===== src/rtl/commit_pkg.sv =====
package commit_pkg;
  localparam int SEQ_W = 16;
  localparam int PC_W  = 32;

  typedef struct packed {
    logic             ready;
    logic             executed;
    logic             squashed;
    logic             nonspec;
    logic             stcond;
    logic             membar;
    logic             wrbar;
    logic             load;
    logic             store;
    logic             fault;
    logic             nop;
    logic             ipref;
    logic [SEQ_W-1:0] seq;
    logic [PC_W-1:0]  pc;
    logic [PC_W-1:0]  npc;
  } head_t;

  localparam int HEAD_W = $bits(head_t);

  typedef struct packed {
    logic halt;
    logic sq;
    logic spec;
    logic unld;
    logic bad;
    logic flt;
    logic ok;
    logic arch;
  } slot_cls_t;
endpackage


===== src/rtl/commit_slot_cls.sv =====
module commit_slot_cls
  import commit_pkg::*;
(
  input  logic      vld,
  input  head_t     head,
  output slot_cls_t cls
);
  logic live, unex, special, unused_bits;

  assign live    = vld && head.ready;
  assign unex    = live && !head.squashed && !head.executed;
  assign special = head.nonspec | head.stcond | head.membar | head.wrbar;

  always_comb begin
    cls.halt = !live;
    cls.sq   = live && head.squashed;
    cls.spec = unex && special;
    cls.unld = unex && !special && head.load;
    cls.bad  = unex && !special && !head.load;
    cls.flt  = live && !head.squashed && head.executed && head.fault;
    cls.ok   = live && !head.squashed && head.executed && !head.fault;
    cls.arch = cls.ok && !head.nop && !head.ipref;
  end

  assign unused_bits = ^{head.seq, head.pc, head.npc, head.store};
endmodule


===== src/rtl/commit_scan.sv =====
module commit_scan
  import commit_pkg::*;
#(
  parameter int W    = 2,
  parameter int LOOK = 4,
  parameter int ISZ  = 4,
  localparam int CW  = $clog2(LOOK + 1)
) (
  input  logic             enable,
  input  logic             stores_pending,
  input  slot_cls_t        cls   [LOOK],
  input  head_t            heads [LOOK],
  output logic [LOOK-1:0]  pop,
  output logic [CW-1:0]    ncommit,
  output logic [CW-1:0]    nsq,
  output logic [CW-1:0]    ninst,
  output logic             done_vld,
  output logic [SEQ_W-1:0] done_seq,
  output logic             nspec,
  output logic             unc,
  output logic             trap,
  output logic             bad,
  output logic [SEQ_W-1:0] req_seq,
  output logic             pc_upd,
  output logic [PC_W-1:0]  pc_new,
  output logic [PC_W-1:0]  npc_new
);
  always_comb begin : scan
    logic          go;
    logic [CW-1:0] cnt;
    pop      = '0;
    nsq      = '0;
    ninst    = '0;
    done_vld = 1'b0;
    done_seq = '0;
    nspec    = 1'b0;
    unc      = 1'b0;
    trap     = 1'b0;
    bad      = 1'b0;
    req_seq  = '0;
    pc_upd   = 1'b0;
    pc_new   = '0;
    npc_new  = '0;
    go       = enable;
    cnt      = '0;
    for (int i = 0; i < LOOK; i++) begin
      if (go) begin
        if (cnt == CW'(W) || cls[i].halt) begin
          go = 1'b0;
        end else if (cls[i].sq) begin
          pop[i] = 1'b1;
          nsq    = nsq + CW'(1);
        end else if (cls[i].ok) begin
          pop[i]   = 1'b1;
          cnt      = cnt + CW'(1);
          if (cls[i].arch) ninst = ninst + CW'(1);
          done_vld = 1'b1;
          done_seq = heads[i].seq;
          pc_upd   = 1'b1;
          pc_new   = heads[i].npc;
          npc_new  = heads[i].npc + PC_W'(ISZ);
        end else begin
          go      = 1'b0;
          pc_upd  = 1'b1;
          pc_new  = heads[i].pc;
          npc_new = heads[i].npc;
          req_seq = heads[i].seq;
          if (cls[i].unld) begin
            unc = 1'b1;
          end else if (cls[i].bad) begin
            bad = 1'b1;
          end else if (cnt == '0 && !stores_pending) begin
            nspec = cls[i].spec;
            trap  = cls[i].flt;
          end
        end
      end
    end
    ncommit = cnt;
  end
endmodule


===== src/rtl/commit_thread_ctx.sv =====
module commit_thread_ctx
  import commit_pkg::*;
#(
  parameter int NT   = 2,
  parameter int TIDW = 1
) (
  input  logic               clk,
  input  logic               rst_n,
  input  logic               upd,
  input  logic [TIDW-1:0]    upd_tid,
  input  logic [PC_W-1:0]    pc_new,
  input  logic [PC_W-1:0]    npc_new,
  input  logic               trap_set,
  input  logic [NT-1:0]      trap_clear,
  output logic [NT*PC_W-1:0] pc_flat,
  output logic [NT*PC_W-1:0] npc_flat,
  output logic [NT-1:0]      pend
);
  for (genvar t = 0; t < NT; t++) begin : g_thr
    logic [PC_W-1:0] pc_q, npc_q;
    logic            hit;
    assign hit = (upd_tid == TIDW'(t));

    always_ff @(posedge clk or negedge rst_n) begin
      if (!rst_n) begin
        pc_q    <= '0;
        npc_q   <= '0;
        pend[t] <= 1'b0;
      end else begin
        if (upd && hit) begin
          pc_q  <= pc_new;
          npc_q <= npc_new;
        end
        pend[t] <= (pend[t] && !trap_clear[t]) || (trap_set && hit);
      end
    end

    assign pc_flat[t*PC_W +: PC_W]  = pc_q;
    assign npc_flat[t*PC_W +: PC_W] = npc_q;
  end
endmodule


===== src/rtl/commit_stats.sv =====
module commit_stats #(
  parameter int W     = 2,
  parameter int LOOK  = 4,
  parameter int DEPTH = 16,
  parameter int SW    = 16,
  parameter int TIDW  = 1,
  localparam int CW   = $clog2(LOOK + 1),
  localparam int UW   = $clog2(DEPTH + 1)
) (
  input  logic            clk,
  input  logic            rst_n,
  input  logic [LOOK-1:0] pop,
  input  logic [CW-1:0]   ncommit,
  input  logic [CW-1:0]   nsq,
  input  logic [CW-1:0]   ninst,
  input  logic            bad,
  input  logic [TIDW-1:0] tid,
  input  logic [UW-1:0]   rob_used,
  output logic            err_unknown,
  output logic            fb_vld,
  output logic [TIDW-1:0] fb_tid,
  output logic [UW-1:0]   fb_free,
  output logic            fb_empty,
  output logic [CW-1:0]   stat_last,
  output logic [SW-1:0]   stat_full,
  output logic [SW-1:0]   stat_sq,
  output logic [SW-1:0]   stat_inst
);
  logic [UW-1:0] popped, remain;

  assign popped = UW'($countones(pop));
  assign remain = rob_used - popped;

  always_ff @(posedge clk or negedge rst_n) begin
    if (!rst_n) begin
      err_unknown <= 1'b0;
      fb_vld      <= 1'b0;
      fb_tid      <= '0;
      fb_free     <= '0;
      fb_empty    <= 1'b0;
      stat_last   <= '0;
      stat_full   <= '0;
      stat_sq     <= '0;
      stat_inst   <= '0;
    end else begin
      err_unknown <= err_unknown || bad;
      fb_vld      <= |pop;
      if (|pop) begin
        fb_tid   <= tid;
        fb_free  <= UW'(DEPTH) - remain;
        fb_empty <= (remain == '0);
      end
      stat_last <= ncommit;
      if (ncommit == CW'(W)) stat_full <= stat_full + SW'(1);
      stat_sq   <= stat_sq + SW'(nsq);
      stat_inst <= stat_inst + SW'(ninst);
    end
  end
endmodule


===== src/rtl/commit_ctrl.sv =====
module commit_ctrl
  import commit_pkg::*;
#(
  parameter int NT    = 2,
  parameter int W     = 2,
  parameter int LOOK  = 4,
  parameter int DEPTH = 16,
  parameter int ISZ   = 4,
  parameter int SW    = 16,
  localparam int TIDW = (NT > 1) ? $clog2(NT) : 1,
  localparam int HW   = HEAD_W,
  localparam int CW   = $clog2(LOOK + 1),
  localparam int UW   = $clog2(DEPTH + 1)
) (
  input  logic               clk,
  input  logic               rst_n,
  input  logic               grant_vld,
  input  logic [TIDW-1:0]    grant_tid,
  input  logic [LOOK-1:0]    head_vld,
  input  logic [LOOK*HW-1:0] head_bus,
  output logic [LOOK-1:0]    head_pop,
  input  logic               stores_pending,
  input  logic [UW-1:0]      rob_used,
  input  logic [NT-1:0]      trap_clear,
  output logic               done_vld,
  output logic [TIDW-1:0]    done_tid,
  output logic [SEQ_W-1:0]   done_seq,
  output logic               nspec_req,
  output logic               uncached_req,
  output logic [SEQ_W-1:0]   req_seq,
  output logic               trap_req,
  output logic [TIDW-1:0]    trap_tid,
  output logic [NT-1:0]      trap_pending,
  output logic               err_unknown,
  output logic [NT*PC_W-1:0] thread_pc,
  output logic [NT*PC_W-1:0] thread_npc,
  output logic               fb_vld,
  output logic [TIDW-1:0]    fb_tid,
  output logic [UW-1:0]      fb_free,
  output logic               fb_empty,
  output logic [CW-1:0]      stat_last,
  output logic [SW-1:0]      stat_full,
  output logic [SW-1:0]      stat_sq,
  output logic [SW-1:0]      stat_inst
);
  head_t           heads [LOOK];
  slot_cls_t       cls   [LOOK];
  logic            enable, bad, pc_upd;
  logic [CW-1:0]   ncommit, nsq, ninst;
  logic [PC_W-1:0] pc_new, npc_new;

  assign enable = grant_vld && (int'(grant_tid) < NT) && !trap_pending[grant_tid];

  for (genvar g = 0; g < LOOK; g++) begin : g_slot
    assign heads[g] = head_t'(head_bus[g*HW +: HW]);
    commit_slot_cls u_cls (
      .vld  (head_vld[g]),
      .head (heads[g]),
      .cls  (cls[g])
    );
  end

  commit_scan #(.W(W), .LOOK(LOOK), .ISZ(ISZ)) u_scan (
    .enable         (enable),
    .stores_pending (stores_pending),
    .cls            (cls),
    .heads          (heads),
    .pop            (head_pop),
    .ncommit        (ncommit),
    .nsq            (nsq),
    .ninst          (ninst),
    .done_vld       (done_vld),
    .done_seq       (done_seq),
    .nspec          (nspec_req),
    .unc            (uncached_req),
    .trap           (trap_req),
    .bad            (bad),
    .req_seq        (req_seq),
    .pc_upd         (pc_upd),
    .pc_new         (pc_new),
    .npc_new        (npc_new)
  );

  assign done_tid = grant_tid;
  assign trap_tid = grant_tid;

  commit_thread_ctx #(.NT(NT), .TIDW(TIDW)) u_ctx (
    .clk        (clk),
    .rst_n      (rst_n),
    .upd        (pc_upd),
    .upd_tid    (grant_tid),
    .pc_new     (pc_new),
    .npc_new    (npc_new),
    .trap_set   (trap_req),
    .trap_clear (trap_clear),
    .pc_flat    (thread_pc),
    .npc_flat   (thread_npc),
    .pend       (trap_pending)
  );

  commit_stats #(.W(W), .LOOK(LOOK), .DEPTH(DEPTH), .SW(SW), .TIDW(TIDW)) u_stats (
    .clk         (clk),
    .rst_n       (rst_n),
    .pop         (head_pop),
    .ncommit     (ncommit),
    .nsq         (nsq),
    .ninst       (ninst),
    .bad         (bad),
    .tid         (grant_tid),
    .rob_used    (rob_used),
    .err_unknown (err_unknown),
    .fb_vld      (fb_vld),
    .fb_tid      (fb_tid),
    .fb_free     (fb_free),
    .fb_empty    (fb_empty),
    .stat_last   (stat_last),
    .stat_full   (stat_full),
    .stat_sq     (stat_sq),
    .stat_inst   (stat_inst)
  );
endmodule


===== config.mk =====
export PLATFORM = sky130hd
export DESIGN_NAME = commit_ctrl
export DESIGN_NICKNAME = d
export VERILOG_FILES = /design/src/rtl/commit_pkg.sv /design/src/rtl/commit_slot_cls.sv /design/src/rtl/commit_scan.sv /design/src/rtl/commit_thread_ctx.sv /design/src/rtl/commit_stats.sv /design/src/rtl/commit_ctrl.sv
export SDC_FILE = /design/constraint.sdc
export NUM_CORES = 1
export LEC_CHECK = 0
export BUFFER_PORTS_ARGS = -buffer_cell sky130_fd_sc_hd__buf_2
export CAP_MARGIN = 15
export CORE_AREA = 2 2 239 241
export DETAILED_ROUTE_END_ITERATION = 12
export DIE_AREA = 0 0 241 243
export PLACE_DENSITY = 0.54
export SYNTH_ARGS = -nofsm -noshare
export SYNTH_HDL_FRONTEND = slang
export SYNTH_SLANG_ARGS = --single-unit

===== constraint.sdc =====
create_clock -name clk -period 9.3 [get_ports clk]
set_input_delay 2.325 -clock clk [delete_from_list [all_inputs] [get_ports clk]]
set_output_delay 2.325 -clock clk [all_outputs]
set_load 0.005 [all_outputs]

; ---- After elaboration in Yosys (flattened, before gate mapping)
; Cells that the tools add are included.
[word_totals]
regBits = 190
input_bits = 384
out_inout_bits = 232
wordCells = 419
[op_classes]
addsub = 21
n_lt_le_gt_ge = 1
eq_ne = 4
muxes = 257
bitwise_logic = 13
reduce_logical = 108
[op_table]
columns = op, n
row1 = $mux W32, 32
row2 = $mux W16, 32
row3 = $mux W1, 148
row4 = $mux W3, 45
row5 = $add A32 B3 Y32 const B, 4
row6 = $logic_and A1 B1 Y1, 62
row7 = $logic_not A1 Y1, 35
row8 = $add A16 B3 Y16, 2
row9 = $add A3 B1 Y3 const B, 9
row10 = $add A16 B1 Y16 const B, 1
row11 = $eq A3 B2 Y1 const B, 4
row12 = $or A1 B1 Y1, 12
row13 = $logic_not A3 Y1, 3
row14 = $logic_or A1 B1 Y1, 6
row15 = $add A5 B5 Y5, 1
row16 = $logic_not A5 Y1, 1
row17 = $sub A5 B5 Y5, 1
row18 = $sub A5 B5 Y5 const A, 1
row19 = $add A1 B1 Y2, 2
row20 = $reduce_or A4 Y1, 1
row21 = $lt A1 B2 Y1 const B, 1
row22 = $not A1 Y1, 1

; ---- Longest topological paths before layout
[logic_depth]
word_depth = 35
mapped_depth = 29
depth_no_buf = 27

; ---- Hierarchy
; A second synthesis with hierarchy kept.
[hier_totals]
cells_unflattened = 1693
area_unflattened_um2 = 15702.6
[by_module_without_submodules]
columns = mod, instances, cells_per_inst, area_per_inst_um2, seq_area_each_um2
row1 = commit_scan, 1, 1121, 7247.0, 0.0
row2 = commit_thread_ctx, 1, 279, 5165.0, 3253.1
row3 = commit_stats, 1, 241, 2894.0, 1501.4
row4 = commit_slot_cls, 4, 12, 91.3, 0.0
row5 = commit_ctrl, 1, 4, 31.3, 0.0

; ---- Least setup slack after synthesis
; Ideal clock, no wire load.
[synth_timing]
path_type = in2out
from = in head_bus[89]
to = out req_seq[10]
arrival_time_ns = 6.895
required_time_ns = 6.975
path_slack_ns = 0.080
stages = 21
n_path_buf = 4
path_cell_list = nand3b_1 -> nor2_1 -> nand2_1 -> inv_1 -> clkbuf_1 -> buf_1 -> ha_1 -> o211ai_1 -> ha_1 -> nand2b_1 -> nor4_4 -> xnor2_1 -> inv_1 -> ha_1 -> o41ai_2 -> nand3_1 -> nor2_4 -> buf_2 -> buf_2 -> nand2_1 -> nand3_1
[synth_via]
elab_chain_cells = 22
elab_cells_between_ends = 49
classes_between = add/sub (2) / eq/ne (3) / mux (36) / reduce/logical (8)
[synth_rtl]
columns = item, line_no
row1 = from (decl), commit_ctrl.sv:20  ; input logic [LOOK*HW-1:0] head_bus,
row2 = $logic_not A1 Y1, commit_slot_cls.sv:21  ; cls.ok = live && !head.squashed && head.executed && !head.fault;
row3 = $logic_and A1 B1 Y1 (3 in series), commit_slot_cls.sv:21
row4 = $mux W1, commit_scan.sv:53  ; end else if (cls[i].ok) begin
row5 = $mux W3, commit_scan.sv:50  ; end else if (cls[i].sq) begin
row6 = $mux W3, commit_scan.sv:48  ; if (cnt == CW'(W) || cls[i].halt) begin
row7 = $mux W3, commit_scan.sv:47  ; if (go) begin
row8 = $add A3 B1 Y3, commit_scan.sv:55  ; cnt = cnt + CW'(1);
row9 = $mux W3, commit_scan.sv:53
row10 = (+4 left out), -
row11 = $mux W3, commit_scan.sv:53
row12 = $mux W3, commit_scan.sv:50
row13 = $mux W3, commit_scan.sv:48
row14 = $mux W3, commit_scan.sv:47
row15 = $eq A3 B2 Y1, commit_scan.sv:48
row16 = $logic_or A1 B1 Y1, commit_scan.sv:48
row17 = $mux W16, commit_scan.sv:48
row18 = $mux W16 (*), commit_scan.sv:47
row19 = to (decl), commit_ctrl.sv:30  ; output logic [SEQ_W-1:0] req_seq,
; Every way passes the cells marked *; elsewhere a longest branch is shown, timed or not.

; ---- Final worst setup path
[layout_timing]
from = in grant_tid
to = out done_seq[14]
[layout_via]
elab_chain_cells = 19
elab_cells_between_ends = 39
classes_between = add/sub (2) / eq/ne (3) / mux (29) / reduce/logical (5)
[layout_rtl]
columns = item, line_no
row1 = from (decl), commit_ctrl.sv:18  ; input logic [TIDW-1:0] grant_tid,
row2 = $mux W1 (implied by the code) (*) (2 in series), commit_ctrl.sv:52  ; assign enable = grant_vld && (int'(grant_tid) < NT) && !trap_pending[grant_tid];
row3 = $logic_not A1 Y1 (*), commit_ctrl.sv:52
row4 = $logic_and A1 B1 Y1 (*), commit_ctrl.sv:52
row5 = $mux W3, commit_scan.sv:47
row6 = $add A3 B1 Y3, commit_scan.sv:55
row7 = $mux W3, commit_scan.sv:53
row8 = $mux W3, commit_scan.sv:50
row9 = $mux W3, commit_scan.sv:48
row10 = (+2 left out), -
row11 = $mux W3, commit_scan.sv:53
row12 = $mux W3, commit_scan.sv:50
row13 = $mux W3, commit_scan.sv:48
row14 = $mux W3, commit_scan.sv:47
row15 = $eq A3 B2 Y1, commit_scan.sv:48
row16 = $logic_or A1 B1 Y1, commit_scan.sv:48
row17 = $mux W16, commit_scan.sv:48
row18 = $mux W16 (*), commit_scan.sv:47
row19 = to (decl), commit_ctrl.sv:27  ; output logic [SEQ_W-1:0] done_seq,
; Every way passes the cells marked *; elsewhere a longest branch is shown, timed or not. The select of a mux whose other input is x is not followed.

==> reports/qor.csv <==
stage,metric,value,unit
timing,Setup TNS,0,ns
detailed_routing,via count,17100,
timing,slew at the pin with the worst max-slew slack,1.14,ns
global_routing,vias in the first global route,16900,
floorplan,Die Y,243,um
worst_setup_path,Crit. Startpoint,grant_tid,
synth,Unique masters post-synth,69,
timing,Tcrit/Tclk final,0.956,
timing,fmax,112,MHz
synth,syn nets,2287,
run_status,status,finished clean,
floorplan,Site Rows,87,
timing,Final Hold Fails,0,
placed_design,worst slack at placement,0.433,ns
worst_setup_path,CP Launch Type,input pin,
global_routing,largest net degree at the start of global routing,99,
cts,H-tree levels,4,
timing,fin. max-slew vios,0,
timing,worst setup margin,0.406,ns
synth,asr flop ratio synth,1.00,
worst_setup_path,"Slowest-stage cell, CP",nor2_4,
power,Lkg Pwr,8.91,nW
floorplan,# IOs,616,
synth,Synth top area share,0.324,
min_path,worst hold path type,reg2reg,
synth,Post-Synthesis Cells,1867,
timing,final setup skew,0.0152,ns
worst_setup_path,Reg2Reg Setup Slack,3.41,ns
placed_design,post-DP HPWL,67600,um
cts,Clock Tree Buf Depth,2,
floorplan,die area,0.0586,mm2
cts,CTS tree,yes,
cts,clock root buffer,clkbuf_16,
detailed_routing,Residual DRC,0,
worst_setup_path,Crit path top cell by count,ha_1,
finish,Fill cells,6094,
synth,Yosys warning count,0,
cts,PostCTS Resize Cnt,0,
worst_setup_path,Worst R2R End,u_stats.stat_inst[12],
detailed_routing,Antenna Nets Post-Route,0,
synth,Area contributors post-synth,"dfrtp_1 32%, a21oi_1 7.3%, xnor2_1 6.0%",
detailed_routing,Initial DRT Pass Iterations,5,
finish,"Design Area, Final",0.0192,mm2
floorplan,Starting Density,0.262,
timing,post-route minimum period,8.89,ns
synth,number of synthesized flops with an enable pin,0,
worst_setup_path,reg2reg start,u_ctx.pend[0],
detailed_routing,Routed wire per std cell,25.5,um
finish,Layout Nets,2845,
finish,Syn-to-layout area delta,31.0,%
power,P per Cell Area,122,mW/mm2
global_routing,first-pass GRT wire length,115000,um
placed_design,Post-DP Area,0.0186,mm2
worst_setup_path,worst-path fanout max,18,
worst_setup_path,Crit. End Element,output port,
cts,Post-CTS Hold Buffers,0,
cts,# clock sinks,190,
detailed_routing,final wirelength,81900,um
synth,Syn Area/Cell,7.85,um2
detailed_routing,drt initial violations,1270,
synth,top-count cell post-synth,a21oi_1,
cts,Num CTS Buffers,17,
timing,unrepaired setup endpoints after global routing,no,
synth,main flop type after synthesis,dfrtp_1,
job,Max Cap Viol,0,
global_routing,initial antenna violation count,33,
finish,share of cells above drive strength 1,0.296,
cts,worst-skew pair later-pin latency,0.49,ns
timing,# setup viols final,0,
worst_setup_path,Critical Path End,done_seq[14],
worst_setup_path,crit-path cells,buf_2 -> mux2_4 -> nor2b_1 -> nand2_1 -> inv_1 -> ha_1 -> o211ai_1 -> ha_1 -> nand2b_1 -> nor4_4 -> mux2i_1 -> inv_1 -> ha_1 -> and2_1 -> nand4b_1 -> nor2_4 -> nand2_1 -> o21ai_0 -> buf_2,
floorplan,chip width,241,um
global_routing,GRT Resource Usage Total,0.273,
placed_design,PortBufs,611,
floorplan,Core Box Area,0.0560,mm2
worst_setup_path,Worst Path Required,6.98,ns
synth,synth cell count leaders,"213 x a21oi_1, 203 x nand2_1, 197 x nor2_1",
synth,synthesized area,0.0147,mm2
cts,"CTS clk-pin slew, worst paths",0.08,ns
power,Peak VDD IR,0.141,mV
synth,sequential-to-total area share from yosys stat,0.324,
placed_design,RePlAce Congestion,0.911,
timing,slew margin rel.,0.238,
worst_setup_path,crit path DAT,6.57,ns
synth,largest area contributor in the netlist,dfrtp_1,
synth,"FF+latch count, synth",190,
global_routing,global route total overflow,0,
worst_setup_path,CP peak stage delay,0.47,ns
worst_setup_path,r2r worst-path depth,25,
worst_setup_path,kind of critical path,in2out,
cts,post-CTS setup buffers,0,
detailed_routing,Via density,5.34,
==> placed cells by master, fill, tap and decap left out, types with 6 or more instances in the layout <==
cell type,instances
buf_2,610
a21oi_1,213
nand2_1,203
nor2_1,193
dfrtp_1,190
nand3_1,112
xnor2_1,101
o21ai_0,74
xor2_1,69
and3_1,60
nor3_1,48
inv_1,43
buf_4,43
o22ai_1,40
mux2i_1,37
a221oi_1,35
nor3b_1,32
ha_1,32
a2bb2oi_1,30
a22oi_1,29
nand4_1,27
nor4_1,24
clkbuf_16,17
a31oi_1,14
diode_2,11
and4_1,10
or4_1,10
and2_1,9
mux2_2,8
o31ai_1,8
or3_1,7
o21ai_1,6
==> worst min path at each step <==
stage	start	to	slack, ns	cells after the start
final	u_stats.stat_inst[15]	u_stats.stat_inst[15]	0.47	1
after detailed placement	u_stats.stat_full[15]	u_stats.stat_full[15]	0.46	1
after global placement	u_stats.stat_sq[15]	u_stats.stat_sq[15]	0.46	1
after global routing	u_stats.stat_full[15]	u_stats.stat_full[15]	0.49	1
after CTS	u_stats.stat_full[15]	u_stats.stat_full[15]	0.47	1
after floorplan	u_stats.stat_full[15]	u_stats.stat_full[15]	0.46	1
==> logic make-up (layout without fill, tap and decap cells) <==
group           after synthesis  after routing  synth area share
simple gates                782            782             0.265
compound gates              481            481             0.200
flops                       190            190             0.324
xor+xnor                    170            170             0.102
buf+inv                     161            732            0.0434
mux                          47             47            0.0332
fa+ha+maj                    36             36            0.0328
other cells                   0             11                 0
==> worst max-delay path: cells and delay by family <==
family / cells / cell delay [ns]
buffers and inverters: 4 / 0.51
AO/OA/AOI/OAI: 2 / 0.31
AND/OR/NAND/NOR: 8 / 1.98
multiplexers: 2 / 0.74
adder cells (fa/ha/maj): 3 / 0.67
==> flip-flops by register name, summed over array words and instances, names as in the netlist <==
| name | cells |
|---|---|
| u_stats.fb_tid | 1 |
| u_stats.stat_sq | 16 |
| u_stats.stat_inst | 16 |
| u_ctx.pend | 2 |
| u_stats.stat_last | 3 |
| u_stats.err_unknown | 1 |
| u_ctx.g_thr.npc_q | 64 |
| u_stats.fb_vld | 1 |
| u_ctx.g_thr.pc_q | 64 |
| u_stats.stat_full | 16 |
| u_stats.fb_free | 5 |
| u_stats.fb_empty | 1 |
==> metal layers <==
| layer | global-route usage | part of all wire | wire, um | vias to the layer above |
|---|---|---|---|---|
| li1 | - | - | - | 7901 |
| met1 | 0.302 | 0.37 | 30300 | 8269 |
| met2 | 0.492 | 0.51 | 41600 | 753 |
| met3 | 0.0673 | 0.077 | 6290 | 158 |
| met4 | 0.114 | 0.042 | 3400 | 40 |
| met5 | 0 | 0.0031 | 251 | - |
==> final cells by class <==
cell class | instances | area [um2] | area share
antenna | 11 | 27.5 | 0.00143
clock buffer | 20 | 467 | 0.0243
clock inverter | 12 | 98.8 | 0.00515
inverter | 45 | 169 | 0.00879
multi-input combinational | 1516 | 9340 | 0.486
sequential | 190 | 4750 | 0.247
tap | 756 | 946 | 0.0492
timing repair buffer | 655 | 3410 | 0.177
==> where the power goes <==
group	switching (mW)	leakage, nW	internal (mW)
combinational	0.337	6.20	0.264
sequential	0.0728	2.43	0.953
clock	0.357	0.280	0.369
total	0.767	8.91	1.59
==> metrics by stage <==
stage,total power [mW],hold WS [ns],util,instances
after floorplan,1.26,0.465,-,1867
after global placement,1.63,0.456,0.333,3162
after detailed placement,1.64,0.455,0.333,3162
after CTS,2.38,0.473,0.343,3194
after global routing,2.48,0.489,0.343,3199
final,2.35,0.473,0.343,3205
No activity file was read; power rests on OpenSTA's default activity.
